<file path="config.mk">
export PLATFORM = sky130hd
export DESIGN_NAME = wcm_top
export DESIGN_NICKNAME = d
export VERILOG_FILES = /design/src/rtl/wcm_pkg.sv /design/src/rtl/wcm_slot.sv /design/src/rtl/wcm_pick.sv /design/src/rtl/wcm_err.sv /design/src/rtl/wcm_top.sv
export SDC_FILE = /design/constraint.sdc
export NUM_CORES = 1
export LEC_CHECK = 0
export BUFFER_PORTS_ARGS = -buffer_cell sky130_fd_sc_hd__buf_2
export CORE_MARGIN = 4
export CORE_UTILIZATION = 52
export DETAILED_ROUTE_END_ITERATION = 6
export GPL_ROUTABILITY_DRIVEN = 0
export GPL_TIMING_DRIVEN = 0
export PLACE_DENSITY_LB_ADDON = 0.12
export REMOVE_ABC_BUFFERS = 1
export SLEW_MARGIN = 5
export SYNTH_ARGS = -nofsm -noshare
export SYNTH_HDL_FRONTEND = slang
export SYNTH_SLANG_ARGS = --single-unit
export TNS_END_PERCENT = 20
</file>
<file path="constraint.sdc">
create_clock -name clk -period 1.76 [get_ports clk]
set_input_delay 0.088 -clock clk [delete_from_list [all_inputs] [get_ports clk]]
set_output_delay 0.088 -clock clk [all_outputs]
set_load 0.005 [all_outputs]
</file>
<file path="src/rtl/wcm_pkg.sv">
package wcm_pkg;

  // Life cycle of one write slot.
  typedef enum logic [1:0] {
    PH_IDLE    = 2'd0,  // free, may be opened by the processor
    PH_OPEN    = 2'd1,  // write accepted, grant not yet seen
    PH_GRANTED = 2'd2   // grant seen, ack target known
  } slot_phase_t;

  localparam int DEF_NUM_TAGS = 4;
  localparam int DEF_MAX_ACK  = 7;

endpackage

</file>
<file path="src/rtl/wcm_slot.sv">
module wcm_slot
  import wcm_pkg::*;
#(
  parameter int IDX     = 0,
  parameter int TAG_W   = 2,
  parameter int CNT_W   = 3,
  parameter int MAX_ACK = 7
) (
  input  logic             clk,
  input  logic             rst,
  input  logic             wr_fire,
  input  logic [TAG_W-1:0] wr_tag,
  input  logic             gnt_valid,
  input  logic [TAG_W-1:0] gnt_tag,
  input  logic [CNT_W-1:0] gnt_acks,
  input  logic             inv_valid,
  input  logic [TAG_W-1:0] inv_tag,
  input  logic             done_valid,
  input  logic [TAG_W-1:0] done_tag,
  output logic             busy,
  output logic             granted,
  output logic             ack_full,
  output logic             complete
);

  localparam logic [TAG_W-1:0] MY_TAG  = TAG_W'(IDX);
  localparam logic [CNT_W-1:0] ACK_TOP = CNT_W'(MAX_ACK);

  slot_phase_t      phase_q;
  logic [CNT_W-1:0] need_q;
  logic [CNT_W-1:0] got_q;

  logic open_now, gnt_hit, inv_hit, free_now;

  assign busy     = (phase_q != PH_IDLE);
  assign granted  = (phase_q == PH_GRANTED);
  assign ack_full = (got_q == ACK_TOP);

  assign open_now = wr_fire && (wr_tag == MY_TAG);
  assign gnt_hit  = gnt_valid && (gnt_tag == MY_TAG) && (phase_q == PH_OPEN);
  assign inv_hit  = inv_valid && (inv_tag == MY_TAG) && busy && !ack_full;
  assign free_now = done_valid && (done_tag == MY_TAG);

  assign complete = granted && (got_q >= need_q);

  always_ff @(posedge clk) begin
    if (rst) begin
      phase_q <= PH_IDLE;
      need_q  <= '0;
      got_q   <= '0;
    end else if (free_now) begin
      phase_q <= PH_IDLE;
      need_q  <= '0;
      got_q   <= '0;
    end else if (open_now && !busy) begin
      phase_q <= PH_OPEN;
      need_q  <= '0;
      got_q   <= '0;
    end else begin
      if (inv_hit) begin
        got_q <= got_q + CNT_W'(1);
      end
      if (gnt_hit) begin
        phase_q <= PH_GRANTED;
        need_q  <= gnt_acks;
      end
    end
  end

  AST_OPEN_TAKES: assert property (@(posedge clk) disable iff (rst)
    (open_now && !busy) |=> busy);
  AST_FREE_ON_DONE: assert property (@(posedge clk) disable iff (rst)
    (busy && !free_now) |=> busy);
  AST_NO_DONE_UNGRANTED: assert property (@(posedge clk) disable iff (rst)
    ((phase_q == PH_OPEN) && !gnt_hit) |=> !complete);
  AST_ZERO_COUNT: assert property (@(posedge clk) disable iff (rst)
    (gnt_hit && (gnt_acks == '0) && !free_now) |=> complete);

endmodule

</file>
<file path="src/rtl/wcm_pick.sv">
module wcm_pick #(
  parameter int NUM_TAGS = 4,
  parameter int TAG_W    = 2
) (
  input  logic [NUM_TAGS-1:0] ready_vec,
  output logic                any,
  output logic [TAG_W-1:0]    idx
);

  always_comb begin
    any = 1'b0;
    idx = '0;
    for (int i = NUM_TAGS - 1; i >= 0; i--) begin
      if (ready_vec[i]) begin
        any = 1'b1;
        idx = TAG_W'(i);
      end
    end
  end

endmodule

</file>
<file path="src/rtl/wcm_err.sv">
module wcm_err (
  input  logic clk,
  input  logic rst,
  input  logic inv_valid,
  input  logic inv_slot_busy,
  input  logic inv_slot_full,
  input  logic gnt_valid,
  input  logic gnt_slot_busy,
  input  logic gnt_slot_granted,
  output logic err
);

  logic stray_inv, stray_gnt;

  assign stray_inv = inv_valid && (!inv_slot_busy || inv_slot_full);
  assign stray_gnt = gnt_valid && (!gnt_slot_busy || gnt_slot_granted);

  always_ff @(posedge clk) begin
    if (rst) begin
      err <= 1'b0;
    end else if (stray_inv || stray_gnt) begin
      err <= 1'b1;
    end
  end

  AST_ERR_STICKY: assert property (@(posedge clk) disable iff (rst)
    err |=> err);
  AST_ERR_CAUSE: assert property (@(posedge clk) disable iff (rst)
    $rose(err) |-> $past(stray_inv || stray_gnt));

endmodule

</file>
<file path="src/rtl/wcm_top.sv">
module wcm_top
  import wcm_pkg::*;
#(
  parameter int NUM_TAGS = DEF_NUM_TAGS,
  parameter int MAX_ACK  = DEF_MAX_ACK,
  parameter int TAG_W    = (NUM_TAGS > 1) ? $clog2(NUM_TAGS) : 1,
  parameter int CNT_W    = $clog2(MAX_ACK + 1)
) (
  input  logic             clk,
  input  logic             rst,
  input  logic             wr_valid,
  output logic             wr_ready,
  input  logic [TAG_W-1:0] wr_tag,
  input  logic             gnt_valid,
  input  logic [TAG_W-1:0] gnt_tag,
  input  logic [CNT_W-1:0] gnt_acks,
  input  logic             inv_valid,
  input  logic [TAG_W-1:0] inv_tag,
  output logic             done_valid,
  output logic [TAG_W-1:0] done_tag,
  output logic             proto_err
);

  logic [NUM_TAGS-1:0] busy_vec;
  logic [NUM_TAGS-1:0] granted_vec;
  logic [NUM_TAGS-1:0] full_vec;
  logic [NUM_TAGS-1:0] cmpl_vec;
  logic                wr_fire;

  assign wr_ready = !busy_vec[wr_tag];
  assign wr_fire  = wr_valid && wr_ready;

  for (genvar g = 0; g < NUM_TAGS; g++) begin : g_slot
    wcm_slot #(
      .IDX    (g),
      .TAG_W  (TAG_W),
      .CNT_W  (CNT_W),
      .MAX_ACK(MAX_ACK)
    ) i_slot (
      .clk       (clk),
      .rst       (rst),
      .wr_fire   (wr_fire),
      .wr_tag    (wr_tag),
      .gnt_valid (gnt_valid),
      .gnt_tag   (gnt_tag),
      .gnt_acks  (gnt_acks),
      .inv_valid (inv_valid),
      .inv_tag   (inv_tag),
      .done_valid(done_valid),
      .done_tag  (done_tag),
      .busy      (busy_vec[g]),
      .granted   (granted_vec[g]),
      .ack_full  (full_vec[g]),
      .complete  (cmpl_vec[g])
    );
  end

  wcm_pick #(
    .NUM_TAGS(NUM_TAGS),
    .TAG_W   (TAG_W)
  ) i_pick (
    .ready_vec(cmpl_vec),
    .any      (done_valid),
    .idx      (done_tag)
  );

  wcm_err i_err (
    .clk             (clk),
    .rst             (rst),
    .inv_valid       (inv_valid),
    .inv_slot_busy   (busy_vec[inv_tag]),
    .inv_slot_full   (full_vec[inv_tag]),
    .gnt_valid       (gnt_valid),
    .gnt_slot_busy   (busy_vec[gnt_tag]),
    .gnt_slot_granted(granted_vec[gnt_tag]),
    .err             (proto_err)
  );

  AST_DONE_NAMES_LIVE: assert property (@(posedge clk) disable iff (rst)
    done_valid |-> (busy_vec[done_tag] && granted_vec[done_tag]));
  AST_SINGLE_PULSE: assert property (@(posedge clk) disable iff (rst)
    done_valid |=> (!done_valid || (done_tag != $past(done_tag))));
  AST_BUSY_STALLS: assert property (@(posedge clk) disable iff (rst)
    (wr_valid && busy_vec[wr_tag]) |-> !wr_ready);
  AST_COMPLETE_ONLY_GRANTED: assert property (@(posedge clk) disable iff (rst)
    $rose(cmpl_vec != '0) |-> $past(gnt_valid || inv_valid));

endmodule

</file>
==> summary.md, run 1 <==
| Metric | Value |
|---|---|
| Worst hold slack | `approximately 0.054 ns` |
| Layout Utilization | `0.708` |
| Async set-or-reset flop fraction in the synthesized netlist | `0` |
| Max_cap viols | `0` |
| Root Driver | `clkbuf_4` |
| Post-DP HPWL | `3.03 mm` |
| Share of the synthesized area in the top cell type | `0.360` |
| Synth area leader | `dfxtp_1` |
| Hold Buf Count CTS | `0` |
| Class of the worst hold path | `in2reg` |
| Main flop type after synthesis | `dfxtp_1` |
| Failing checks | `negative setup slack` |
| Gr busiest metal | `met2` |
| Critical-path cell list | `inv_2 > ha_4 > nand2b_4 > a211oi_4 > nor2_4 > o21a_1 > nor2_1 > buf_2` |
| M3 GR Usage | `0.0699` |
| Most common cell after layout, fill and taps aside | `nor2_1` |
| Synth warn | `0` |
| Sw Ratio | `0.237` |
| Final worst setup slack | `-0.179 ns` |
| Status | `finished with violations` |
| Seq cells post-synth | `33` |
| Sink Count | `33` |
| Routed via count | `roughly 1,600` |
| Final worst path period share | `1.10` |
| Max-slew violations | `0` |
| Clock network power share | `0.395` |
| DRT Wirelength | `4.32 mm` |
| 1st-iter DRT viols | `53` |
| CP Launch Type | `register` |
| Area after DPL | `1970 µm²` |
| CP peak stage delay | `0.34 ns` |
| Most frequent cells in the layout | `40 x nor2_1, 23 x dfxtp_1, 18 x buf_2` |
| Critical path class | `reg2out` |
| # IOs | `19` |
| Placed insts | `268` |
| Max Freq | `516 MHz` |
| CP Buf/Inv Count | `2` |
| First-pass GRT wire length | `6.98 mm` |
| Final Hold Viols | `0` |
| EDFF count, synth | `0` |
| TritonCTS clock tree | `yes` |
| Leakage power | `0.944 nW` |
| Power Density | `between 600 and 700 nW/µm²` |
| Tightest Pin Transition | `between 0.7 and 0.8 ns` |
| Switching Power | `0.000361 W` |
| FP Rows | `21` |
| Initial cell density of the core | `0.545` |
| Fin cells | `289` |
| # fillers | `257` |
| Die span in x | `67.4 µm` |
| Input/output buffers | `18` |
| Nets@finish | `276` |
| H-tree depth | `2` |
| Delay-heaviest family, CP | `compound AO/OA/AOI/OAI gates` |
| Register share of total power | `0.502` |
| Comb pwr share | `0.103` |
| Slew headroom | `0.524` |
| Clk_skew | `0.00690 ns` |
| Crit-path max FO | `3` |
| Ant diodes | `0` |
| Critical Path End Type | `output port` |
| GR Util met2 | `0.339` |
| Global route total overflow | `0` |
| Worst vdd ir | `between 0.0005 and 0.0006 V` |
| Drt drc | `0` |
| Final setup viols | `27` |
| Arr. time, crit path | `1.85 ns` |
| Ranking of synthesized cells by area | `dfxtp_1 36%, ha_1 14%, nor2_1 9.4%, mux2i_1 8.7%, inv_1 3.5%` |
| Netlist Area Pre-Place | `1830 µm²` |
| Syn_area_per_cell | `about 8.9 µm²` |
| CP max-delay cell | `dfxtp_2` |
| Via/cell ratio | `5.39` |
| RSZ-0062 raised after global routing | `true` |
| Initial antenna violation count | `0` |
| Register area share after synthesis | `0.360` |
| Clk buf depth | `2` |
| Die area | `4540 µm²` |
| Post-route antenna net violation count | `0` |
| Global-route total usage across every layer | `0.208` |
| Finished Cell Area | `2380 µm²` |
| Area growth from synthesis to layout | `29.9%` |
| Drt first pass iters | `5` |
| Core Area | `between 3000 and 4000 µm²` |
| Post-Syn Instances | `207` |
| Crit path time final | `1.94 ns` |
| Internal power | `0.00117 W` |
| Largest net degree at the start of global routing | `11` |
| Die Y-Extent | `67.4 µm` |
| Distinct cells, synth | `38` |
| CTS Buf Count | `5` |
| CTS clk-pin slew, worst paths | `~0.10 ns` |
| Met1 GRT Util | `0.260` |
| Pwr Total | `0.00153 W` |
| Number of global-route vias before repair | `approximately 1,600` |
| Layout cells sized above 1 | `0.354` |
| Post-DR wirelength/cell | `about 15 µm` |
| Data required, critical path | `between 1.5 and 2 ns` |
| Latest clock arrival within the worst-skew pair | `0.34 ns` |
==> path summary, 6_finish.rpt <==
path / cells past startpoint / start / slack (ns) / endpoint
min: 2 / rst / 0.05 / g_slot[1].i_slot.phase_q[0]$_SDFFE_PP0P_
max: 8 / g_slot[2].i_slot.got_q[0]$_SDFFE_PP0P_ / -0.18 / done_tag[0]
min reg2reg: 2 / g_slot[1].i_slot.need_q[1]$_SDFFE_PP0P_ / 0.50 / g_slot[1].i_slot.need_q[1]$_SDFFE_PP0P_
max reg2reg: 9 / g_slot[0].i_slot.got_q[0]$_SDFFE_PP0P_ / -0.12 / g_slot[2].i_slot.got_q[0]$_SDFFE_PP0P_
==> logic make-up (layout without fill, tap and decap cells) <==
group           Yosys count  in the layout  share of synthesized area
flops                    33             33                      0.360
buf+inv                  20             56                     0.0410
xor+xnor                  4              4                     0.0191
mux                      17             17                     0.0997
fa+ha+maj                20             20                      0.137
compound gates           24             24                      0.101
simple gates             89             89                      0.242
==> metal layers <==
layer,part of all wire,vias to the layer above
li1,-,782
met1,0.44,720
met2,0.47,47
met3,0.076,10
met4,0.019,0
met5,0,-
==> area by class of cell <==
cell class                 instances  area (µm²)  share of cell area
tap                               46        57.6              0.0242
timing repair buffer              31         195              0.0820
clock inverter                     1        30.0              0.0126
multi-input combinational        154        1310               0.549
clock buffer                       7        55.1              0.0231
sequential                        33         673               0.283
inverter                          17        63.8              0.0268
==> synthesized netlist by cell type, types with 3 or more instances <==
library cell	count
a21oi_1	8
clkbuf_1	3
dfxtp_1	33
ha_1	20
inv_1	17
mux2i_1	16
nand2_1	6
nand2b_1	10
nor2_1	46
nor2b_1	3
nor3_1	7
nor3_2	3
o211ai_1	3
xnor2_1	4
==> flip-flops by register name, summed over array words and instances (netlist names) <==
signal	cells
g_slot.i_slot.phase_q	8
i_err.err	1
g_slot.i_slot.got_q	12
g_slot.i_slot.need_q	12
==> stage by stage <==
| stage | setup TNS [ns] | worst slack [ns] |
|---|---|---|
| floorplan | -0.361 | -0.0637 |
| detailed placement | -6.84 | -0.385 |
| finish | -1.43 | -0.179 |
| global placement | -4.85 | -0.327 |
| CTS | -1.52 | -0.141 |
| global route | -4.05 | -0.285 |
==> power by group through the flow <==
stage | clock network (W) | registers, W | logic, W
final | 0.000603 | 0.000767 | 0.000157
after CTS | 0.000612 | 0.000767 | 0.000139
after global routing | 0.000651 | 0.000769 | 0.000171
after detailed placement | 0 | 0.000783 | 0.000127
after global placement | 0 | 0.000783 | 0.000124
after floorplan | 0 | 0.000782 | 0.0000728
==> repair_timing <==
item / 4_1_cts / 5_1_grt
setup buffers: 8 / 5
pin swaps: 19 / 12
resized for setup: 31 / 19
setup endpoints to repair: 31 / 31
Power figures use the tool's default switching activity.
==> run 2, diff against run 1 <==
CORE_UTILIZATION = 53   (was 52)
SYNTH_HIERARCHICAL = 1   (was unset)
==> summary.md, run 2 <==
| Metric | Value |
|---|---|
| Status | `finished with violations` |
| Failing checks | `negative setup slack` |
| Final worst path period share | `1.18 (+0.0826)` |
| Die area | `4710 µm² (+3.8%)` |
| # IOs | `19 (unchanged)` |
| Clk buf depth | `2 (unchanged)` |
| Core Area | `3440 µm² (+2.3%)` |
| Worst Reg-to-Reg Cells | `13 (+4)` |
| Leakage power | `1.03 nW (+9.0%)` |
| Sequential Area | `674 µm² (+0.19%)` |
| Cell with the most instances after synthesis | `nor2_1` |
| Worst R2R End | `g_slot[3].i_slot/got_q[0]$_SDFFE_PP0P_` |
| RR Startpoint | `g_slot[3].i_slot/got_q[0]$_SDFFE_PP0P_` |
| TritonCTS clock tree | `yes` |
| Die span in x | `68.6 µm (+1.9%)` |
| Most frequent cells in the layout | `24 x nor2_1, 22 x dfxtp_1, 20 x mux2i_1` |
| Async set-or-reset flop fraction in the synthesized netlist | `0 (unchanged)` |
| Post-synth top cells | `38 x nor2_1, 33 x dfxtp_1, 20 x ha_1, 20 x mux2i_1, 19 x inv_1` |
| Crit path launch | `g_slot[3].i_slot/got_q[0]$_SDFFE_PP0P_` |
| Register share of total power | `0.501 (about the same)` |
| R2R setup slack | `-0.32 ns (-0.20 ns)` |
| RSZ-0062 raised after global routing | `true` |
| Area growth from synthesis to layout | `31.4%` |
| Via/cell ratio | `5.48 (+1.5%)` |
| Switching Power | `0.000379 W (+5.1%)` |
| EDFF count, synth | `0 (unchanged)` |
| Worst hold slack | `0.118 ns (+0.0644 ns)` |
| CTS clk-pin slew, worst paths | `0.06 ns (-0.04 ns)` |
| Class of the worst hold path | `in2reg` |
| 1st-iter DRT viols | `57 (+7.5%)` |
| Sink Count | `33 (unchanged)` |
| Critical path class | `reg2reg` |
| Max Freq | `480 MHz (-7.0%)` |
| Crit path time final | `2.08 ns (+0.145 ns)` |
| Initial antenna violation count | `0 (unchanged)` |
| Root Driver | `clkbuf_8` |
| Clock network power share | `0.370 (-0.025)` |
| Post-Syn Instances | `209 (+0.97%)` |
| Post-route antenna net violation count | `0 (unchanged)` |
| Internal power | `0.00116 W (-0.71%)` |
| # fillers | `258 (+0.39%)` |
| Nets@finish | `277 (+0.36%)` |
| Finished Cell Area | `2560 µm² (+7.5%)` |
| Max-slew violations | `0 (unchanged)` |
| Final worst setup slack | `-0.325 ns (-0.145 ns)` |
| Slew headroom | `0.743 (+0.219)` |
| CTS Buf Count | `5 (unchanged)` |
| Tightest Pin Transition | `0.384 ns (-0.324 ns)` |
| Crit-path max FO | `7 (+4)` |
| Hold Path Stages | `2 (unchanged)` |
| Drt drc | `0 (unchanged)` |
| Main flop type after synthesis | `dfxtp_1` |
| Hold Buf Count CTS | `0 (unchanged)` |
| Post-DR wirelength/cell | `15.8 µm (+5.8%)` |
| Global route total overflow | `0 (unchanged)` |
| Worst Hold Launch | `rst` |
| Clk_skew | `0.00570 ns (-0.00120 ns)` |
| Ranking of synthesized cells by area | `dfxtp_1 34%, ha_1 13%, mux2i_1 10%, nor2_1 7.3%, mux4_2 5.8%` |
| Final setup viols | `35 (+30%)` |
| Worst vdd ir | `0.000402 V (-21%)` |
| Largest net degree at the start of global routing | `10 (-1)` |
| Initial cell density of the core | `0.566 (+0.0210)` |
| H-tree depth | `2 (unchanged)` |
| Max_cap viols | `0 (unchanged)` |
| Synth warn | `6 (+6)` |
| Die Y-Extent | `68.6 µm (+1.9%)` |
| Data required, critical path | `1.98 ns (+0.31 ns)` |
| Power Density | `600 nW/µm² (-6.4%)` |
| First-pass GRT wire length | `7.16 mm (+2.7%)` |
| Comb pwr share | `0.129 (+0.026)` |
| Multi-input gate area | `1490 µm² (+14%)` |
| Global-route total usage across every layer | `0.210 (+0.00158)` |
| Layout cells sized above 1 | `0.477 (+0.123)` |
| Top flop regs | `g_slot.i_slot/got_q: 12 flops, g_slot.i_slot/need_q: 12 flops, g_slot.i_slot/phase_q: 8 flops` |
| Area after DPL | `2080 µm² (+5.8%)` |
| Most common cell after layout, fill and taps aside | `nor2_1` |
| Final Hold Viols | `0 (unchanged)` |
| Sw Ratio | `0.247 (+0.0104)` |
| Netlist Area Pre-Place | `1950 µm² (+6.3%)` |
| DRT Wirelength | `4.57 mm (+5.8%)` |
| Critical Path End Type | `register` |
| Share of the synthesized area in the top cell type | `0.339 (-0.0213)` |
| Latest clock arrival within the worst-skew pair | `0.28 ns (-0.06 ns)` |
| Post-DP HPWL | `3.04 mm (+0.33%)` |
| Arr. time, crit path | `2.30 ns (+0.45 ns)` |
| CP Launch Type | `register` |
| Routed via count | `1,583 (+1.5%)` |
| FP Rows | `21 (unchanged)` |
| Seq cells post-synth | `33 (unchanged)` |
| Syn_area_per_cell | `9.32 µm² (+5.3%)` |
| Hold-critical path endpoint | `i_err/err$_SDFFE_PP0P_` |
| Synth area leader | `dfxtp_1` |
| Register area share after synthesis | `0.339 (-0.0213)` |
| Number of global-route vias before repair | `1,513 (-3.6%)` |
| Ant diodes | `0 (unchanged)` |
| Drt first pass iters | `4 (-1)` |
| Distinct cells, synth | `34 (-11%)` |
| Input/output buffers | `18 (unchanged)` |
-- run 2: cell count changes in the layout (fill, tap and decap cells not counted), moves of 5 or more --
cell,change
nor2_1,-16
nor2_2,+10
a21oi_1,-7
nor3_1,-7
a21oi_2,+6
nand2b_1,-6
clkbuf_4,-5
clkbuf_8,+5
-- run 2: worst max path at each step --
stage,end,slack [ns],depth (start not counted)
3_3_place_gp,g_slot[0].i_slot/need_q[2]$_SDFFE_PP0P_,-0.61,11
3_5_place_dp,g_slot[0].i_slot/need_q[0]$_SDFFE_PP0P_,-0.72,11
4_1_cts,g_slot[3].i_slot/got_q[1]$_SDFFE_PP0P_,-0.23,12
6_report,g_slot[3].i_slot/got_q[0]$_SDFFE_PP0P_,-0.32,13
5_1_grt,g_slot[3].i_slot/got_q[2]$_SDFFE_PP0P_,-0.43,12
2_1_floorplan,g_slot[1].i_slot/got_q[0]$_SDFFE_PP0P_,-0.35,11
-- run 2: through the flow --
step	TNS (ns)	instances	setup slack [ns]	utilization	total power (W)
finish	-9.19	289	-0.325	0.744	0.00154
global route	-12.71	289	-0.430	0.744	0.00160
CTS	-6.64	287	-0.231	0.723	0.00153
detailed placement	-18.75	272	-0.716	0.606	0.000933
global placement	-16.66	272	-0.611	0.606	0.000929
floorplan	-9.72	208	-0.346	-	0.000874
-- run 2: layout make-up --
type                            count  area share
Timing Repair Buffer               28      0.0709
Inverter                           19      0.0279
Tap cell                           46      0.0225
Multi-Input combinational cell    156       0.582
Sequential cell                    33       0.263
Clock buffer                        7      0.0337
-- run 2: metal layers --
layer	up-vias	wire length [µm]	global-route usage
met1	760	2010	0.271
met5	-	0	0
li1	784	-	-
met2	33	2260	0.343
met3	6	248	0.0502
met4	0	40	0.0670
-- run 2: kinds of logic after synthesis --
family,synth area share
adder cells (fa/ha/maj),0.128
flip-flops,0.339
AO/OA/AOI/OAI,0.0751
AND/OR/NAND/NOR,0.236
multiplexers,0.161
XOR/XNOR,0.0180
buffers and inverters,0.0424
-- run 2: power by group through the flow --
stage                      logic, W  clock network, W  registers, W
after floorplan           0.0000913                 0      0.000782
after global placement     0.000146                 0      0.000783
after detailed placement   0.000149                 0      0.000784
after CTS                  0.000182          0.000580      0.000769
after global routing       0.000214          0.000616      0.000771
final                      0.000199          0.000568      0.000770
-- run 2: repair_timing --
item | CTS | global route
gates resized for setup | 58 | 20
endpoints found under the hold margin | 0 | 0
pin swaps | 29 | 18
endpoints found under the setup margin | 35 | 36
setup buffers | 8 | 2
-- run 2: worst max-delay path, stage by stage (launching register included) --
cell and delay, ns:
dfxtp_2 0.34, inv_2 0.04, ha_4 0.20, nand2b_4 0.12, a21o_1 0.16, a21oi_2 0.16, nor2b_2 0.07, buf_4 0.14
nand2b_4 0.07, a21oi_4 0.07, buf_4 0.14, a31o_4 0.23, nand2b_4 0.18, nor2_2 0.10
==> run 3, diff against run 2 <==
BUFFER_PORTS_ARGS = unset   (was -buffer_cell sky130_fd_sc_hd__buf_2)
CORE_UTILIZATION = 56   (was 53)
DONT_BUFFER_PORTS = 1   (was unset)
MAX_ROUTING_LAYER = met4   (was unset)
==> summary.md, run 3 (synthesis gave the netlist of run 2 again) <==
| Metric | Value |
|---|---|
| Status | `finished with violations` |
| Failing checks | `negative hold slack, negative setup slack` |
| Power Density | `555 nW/µm² (-7.5%)` |
| Die span in x | `67.0 µm (-2.4%)` |
| CTS clk-pin slew, worst paths | `0.10 ns (+0.04 ns)` |
| Nets@finish | `260 (-6.1%)` |
| Post-DR wirelength/cell | `17.1 µm (+7.9%)` |
| Core Area | `3340 µm² (-3.1%)` |
| Clk_skew | `0.00966 ns (+0.00396 ns)` |
| Critical Path End Type | `register` |
| Layout cells sized above 1 | `0.361 (-0.116)` |
| Final worst setup slack | `-0.375 ns (-0.0503 ns)` |
| Post-route antenna net violation count | `0 (unchanged)` |
| Die area | `4490 µm² (-4.7%)` |
| R2R setup slack | `-0.37 ns (-0.05 ns)` |
| RR Startpoint | `g_slot[0].i_slot/got_q[0]$_SDFFE_PP0P_` |
| Internal power | `0.000995 W (-14%)` |
| Max Freq | `468 MHz (-2.4%)` |
| Worst R2R End | `g_slot[2].i_slot/need_q[1]$_SDFFE_PP0P_` |
| Slew headroom | `0.717 (-0.0260)` |
| Via/cell ratio | `5.77 (+5.3%)` |
| First-pass GRT wire length | `7.53 mm (+5.1%)` |
| Initial antenna violation count | `0 (unchanged)` |
| Sink Count | `33 (unchanged)` |
| Routed via count | `1,574 (-0.57%)` |
| Top flop regs | `g_slot.i_slot/got_q: 12 flops, g_slot.i_slot/need_q: 12 flops, g_slot.i_slot/phase_q: 8 flops` |
| Final worst path period share | `1.21 (+0.0286)` |
| DRT Wirelength | `4.66 mm (+2.0%)` |
| Drt first pass iters | `6 (+2)` |
| Most common cell after layout, fill and taps aside | `nor2_1` |
| CTS Buf Count | `5 (unchanged)` |
| Critical path class | `reg2reg` |
| TritonCTS clock tree | `yes` |
| Final Hold Viols | `24 (+24)` |
| # IOs | `19 (unchanged)` |
| Worst vdd ir | `0.000443 V (+10%)` |
| Critical Path End | `g_slot[2].i_slot/need_q[1]$_SDFFE_PP0P_` |
| Switching Power | `0.000343 W (-9.6%)` |
| Placed insts | `254 (-6.6%)` |
| Place WS | `-0.792 ns (-0.0759 ns)` |
| Number of global-route vias before repair | `1,575 (+4.1%)` |
| Drt drc | `0 (unchanged)` |
| Tightest Pin Transition | `0.423 ns (+0.0388 ns)` |
| Die Y-Extent | `67.0 µm (-2.4%)` |
| Comb pwr share | `0.123 (-0.006)` |
| H-tree depth | `2 (unchanged)` |
| Leakage power | `0.927 nW (-9.8%)` |
| Clk buf depth | `2 (unchanged)` |
| Pwr Total | `0.00134 W (-13%)` |
| Global route total overflow | `0 (unchanged)` |
| Final setup viols | `35 (unchanged)` |
| Largest net degree at the start of global routing | `10 (unchanged)` |
| Max_cap viols | `0 (unchanged)` |
| Worst Reg-to-Reg Cells | `12 (-1)` |
| Multi-input gate area | `1450 µm² (-2.4%)` |
| Crit path launch | `g_slot[0].i_slot/got_q[0]$_SDFFE_PP0P_` |
| Class of the worst hold path | `in2reg` |
| Register share of total power | `0.575 (+0.074)` |
| Hold Buf Count CTS | `5 (+5)` |
| Input/output buffers | `0 (-18)` |
| Crit path time final | `2.13 ns (+0.0503 ns)` |
| FP Rows | `21 (unchanged)` |
| Area growth from synthesis to layout | `23.8%` |
| Worst Hold Launch | `rst` |
| Initial cell density of the core | `0.584 (+0.0178)` |
| Arr. time, crit path | `2.40 ns (+0.10 ns)` |
| Worst hold slack | `-0.192 ns (-0.310 ns)` |
| Clock network power share | `0.301 (-0.069)` |
| Global-route total usage across every layer | `0.239 (+0.0287)` |
| Fin cells | `273 (-5.5%)` |
| CP Launch Type | `register` |
| # fillers | `261 (+1.2%)` |
| RSZ-0062 raised after global routing | `true` |
| Latest clock arrival within the worst-skew pair | `0.34 ns (+0.06 ns)` |
| Ant diodes | `0 (unchanged)` |
| Root Driver | `clkbuf_4` |
| 1st-iter DRT viols | `136 (+140%)` |
| Sequential Area | `672 µm² (-0.37%)` |
| Max-slew violations | `0 (unchanged)` |
| Post-DP HPWL | `3.11 mm (+2.1%)` |
| Data required, critical path | `2.03 ns (+0.05 ns)` |
| Crit-path max FO | `7 (unchanged)` |
| Sw Ratio | `0.256 (+0.00952)` |
| Setup_tns | `-11.21 ns (-2.02 ns)` |
| Most frequent cells in the layout | `32 x nor2_1, 24 x dfxtp_1, 20 x mux2i_1` |
[run 3: changes by cell type in the layout (fill, tap and decap cells not counted), moves of 2 or more]
cell           delta
buf_2            -16
dlygate4sd3_1     +5
buf_6             -3
clkbuf_4          +5
nor2_1            +8
dfxtp_2           -2
clkbuf_8          -6
dfxtp_1           +2
nor2_2            -9
clkbuf_1          +2
buf_4             -4
[run 3: worst min-delay path by stage]
stage / endpoint / slack (ns) / depth (start not counted)
after detailed placement: i_err/err$_SDFFE_PP0P_ / 0.16 / 1
final: i_err/err$_SDFFE_PP0P_ / -0.19 / 1
after CTS: i_err/err$_SDFFE_PP0P_ / -0.21 / 1
after global placement: i_err/err$_SDFFE_PP0P_ / 0.16 / 1
after global routing: i_err/err$_SDFFE_PP0P_ / -0.22 / 1
after floorplan: i_err/err$_SDFFE_PP0P_ / 0.16 / 1
[run 3: power by group through the flow]
stage	Combinational, W	Clock, W	Sequential, W
6_report	0.000165	0.000403	0.000769
4_1_cts	0.000150	0.000417	0.000769
3_3_place_gp	0.000107	0	0.000784
2_1_floorplan	0.0000913	0	0.000782
3_5_place_dp	0.000111	0	0.000785
5_1_grt	0.000176	0.000451	0.000771
[run 3: layer usage]
layer / vias up / global-route usage / wire [µm]
li1: 756 / - / -
met4: 0 / 0.0759 / 49
met5: - / - / 0
met1: 753 / 0.273 / 1860
met2: 60 / 0.399 / 2400
met3: 5 / 0.0725 / 343
[run 3: final cells by class]
cell class | count | share of cell area
clock buffer | 8 | 0.0202
inverter | 19 | 0.0296
multi-input combinational | 156 | 0.603
sequential | 33 | 0.279
tap | 46 | 0.0239
timing repair buffer | 11 | 0.0446
[run 3: through the flow]
step                cell area, µm²   util
floorplan                     1940      -
global route                  2410  0.723
global placement              1990  0.598
detailed placement            1990  0.598
finish                        2410  0.723
CTS                           2320  0.696
[run 3: timing repair]
item | CTS | global route
resized for setup | 47 | 17
endpoints found under the setup margin | 35 | 37
cloned | 0 | 0
setup buffers | 3 | 3
pin swaps | 43 | 12
endpoints found under the hold margin | 28 | 23
[run 3: critical path, cell delays in order, from the launching register on]
cell and delay, ns:
dfxtp_2 0.35, inv_2 0.05, ha_4 0.20, nand2b_4 0.12, a21o_1 0.16, a21oi_2 0.20
nor2b_4 0.09, buf_12 0.13, a21oi_4 0.24, inv_2 0.09, a31oi_4 0.21, nand2_4 0.11
nor2_1 0.11
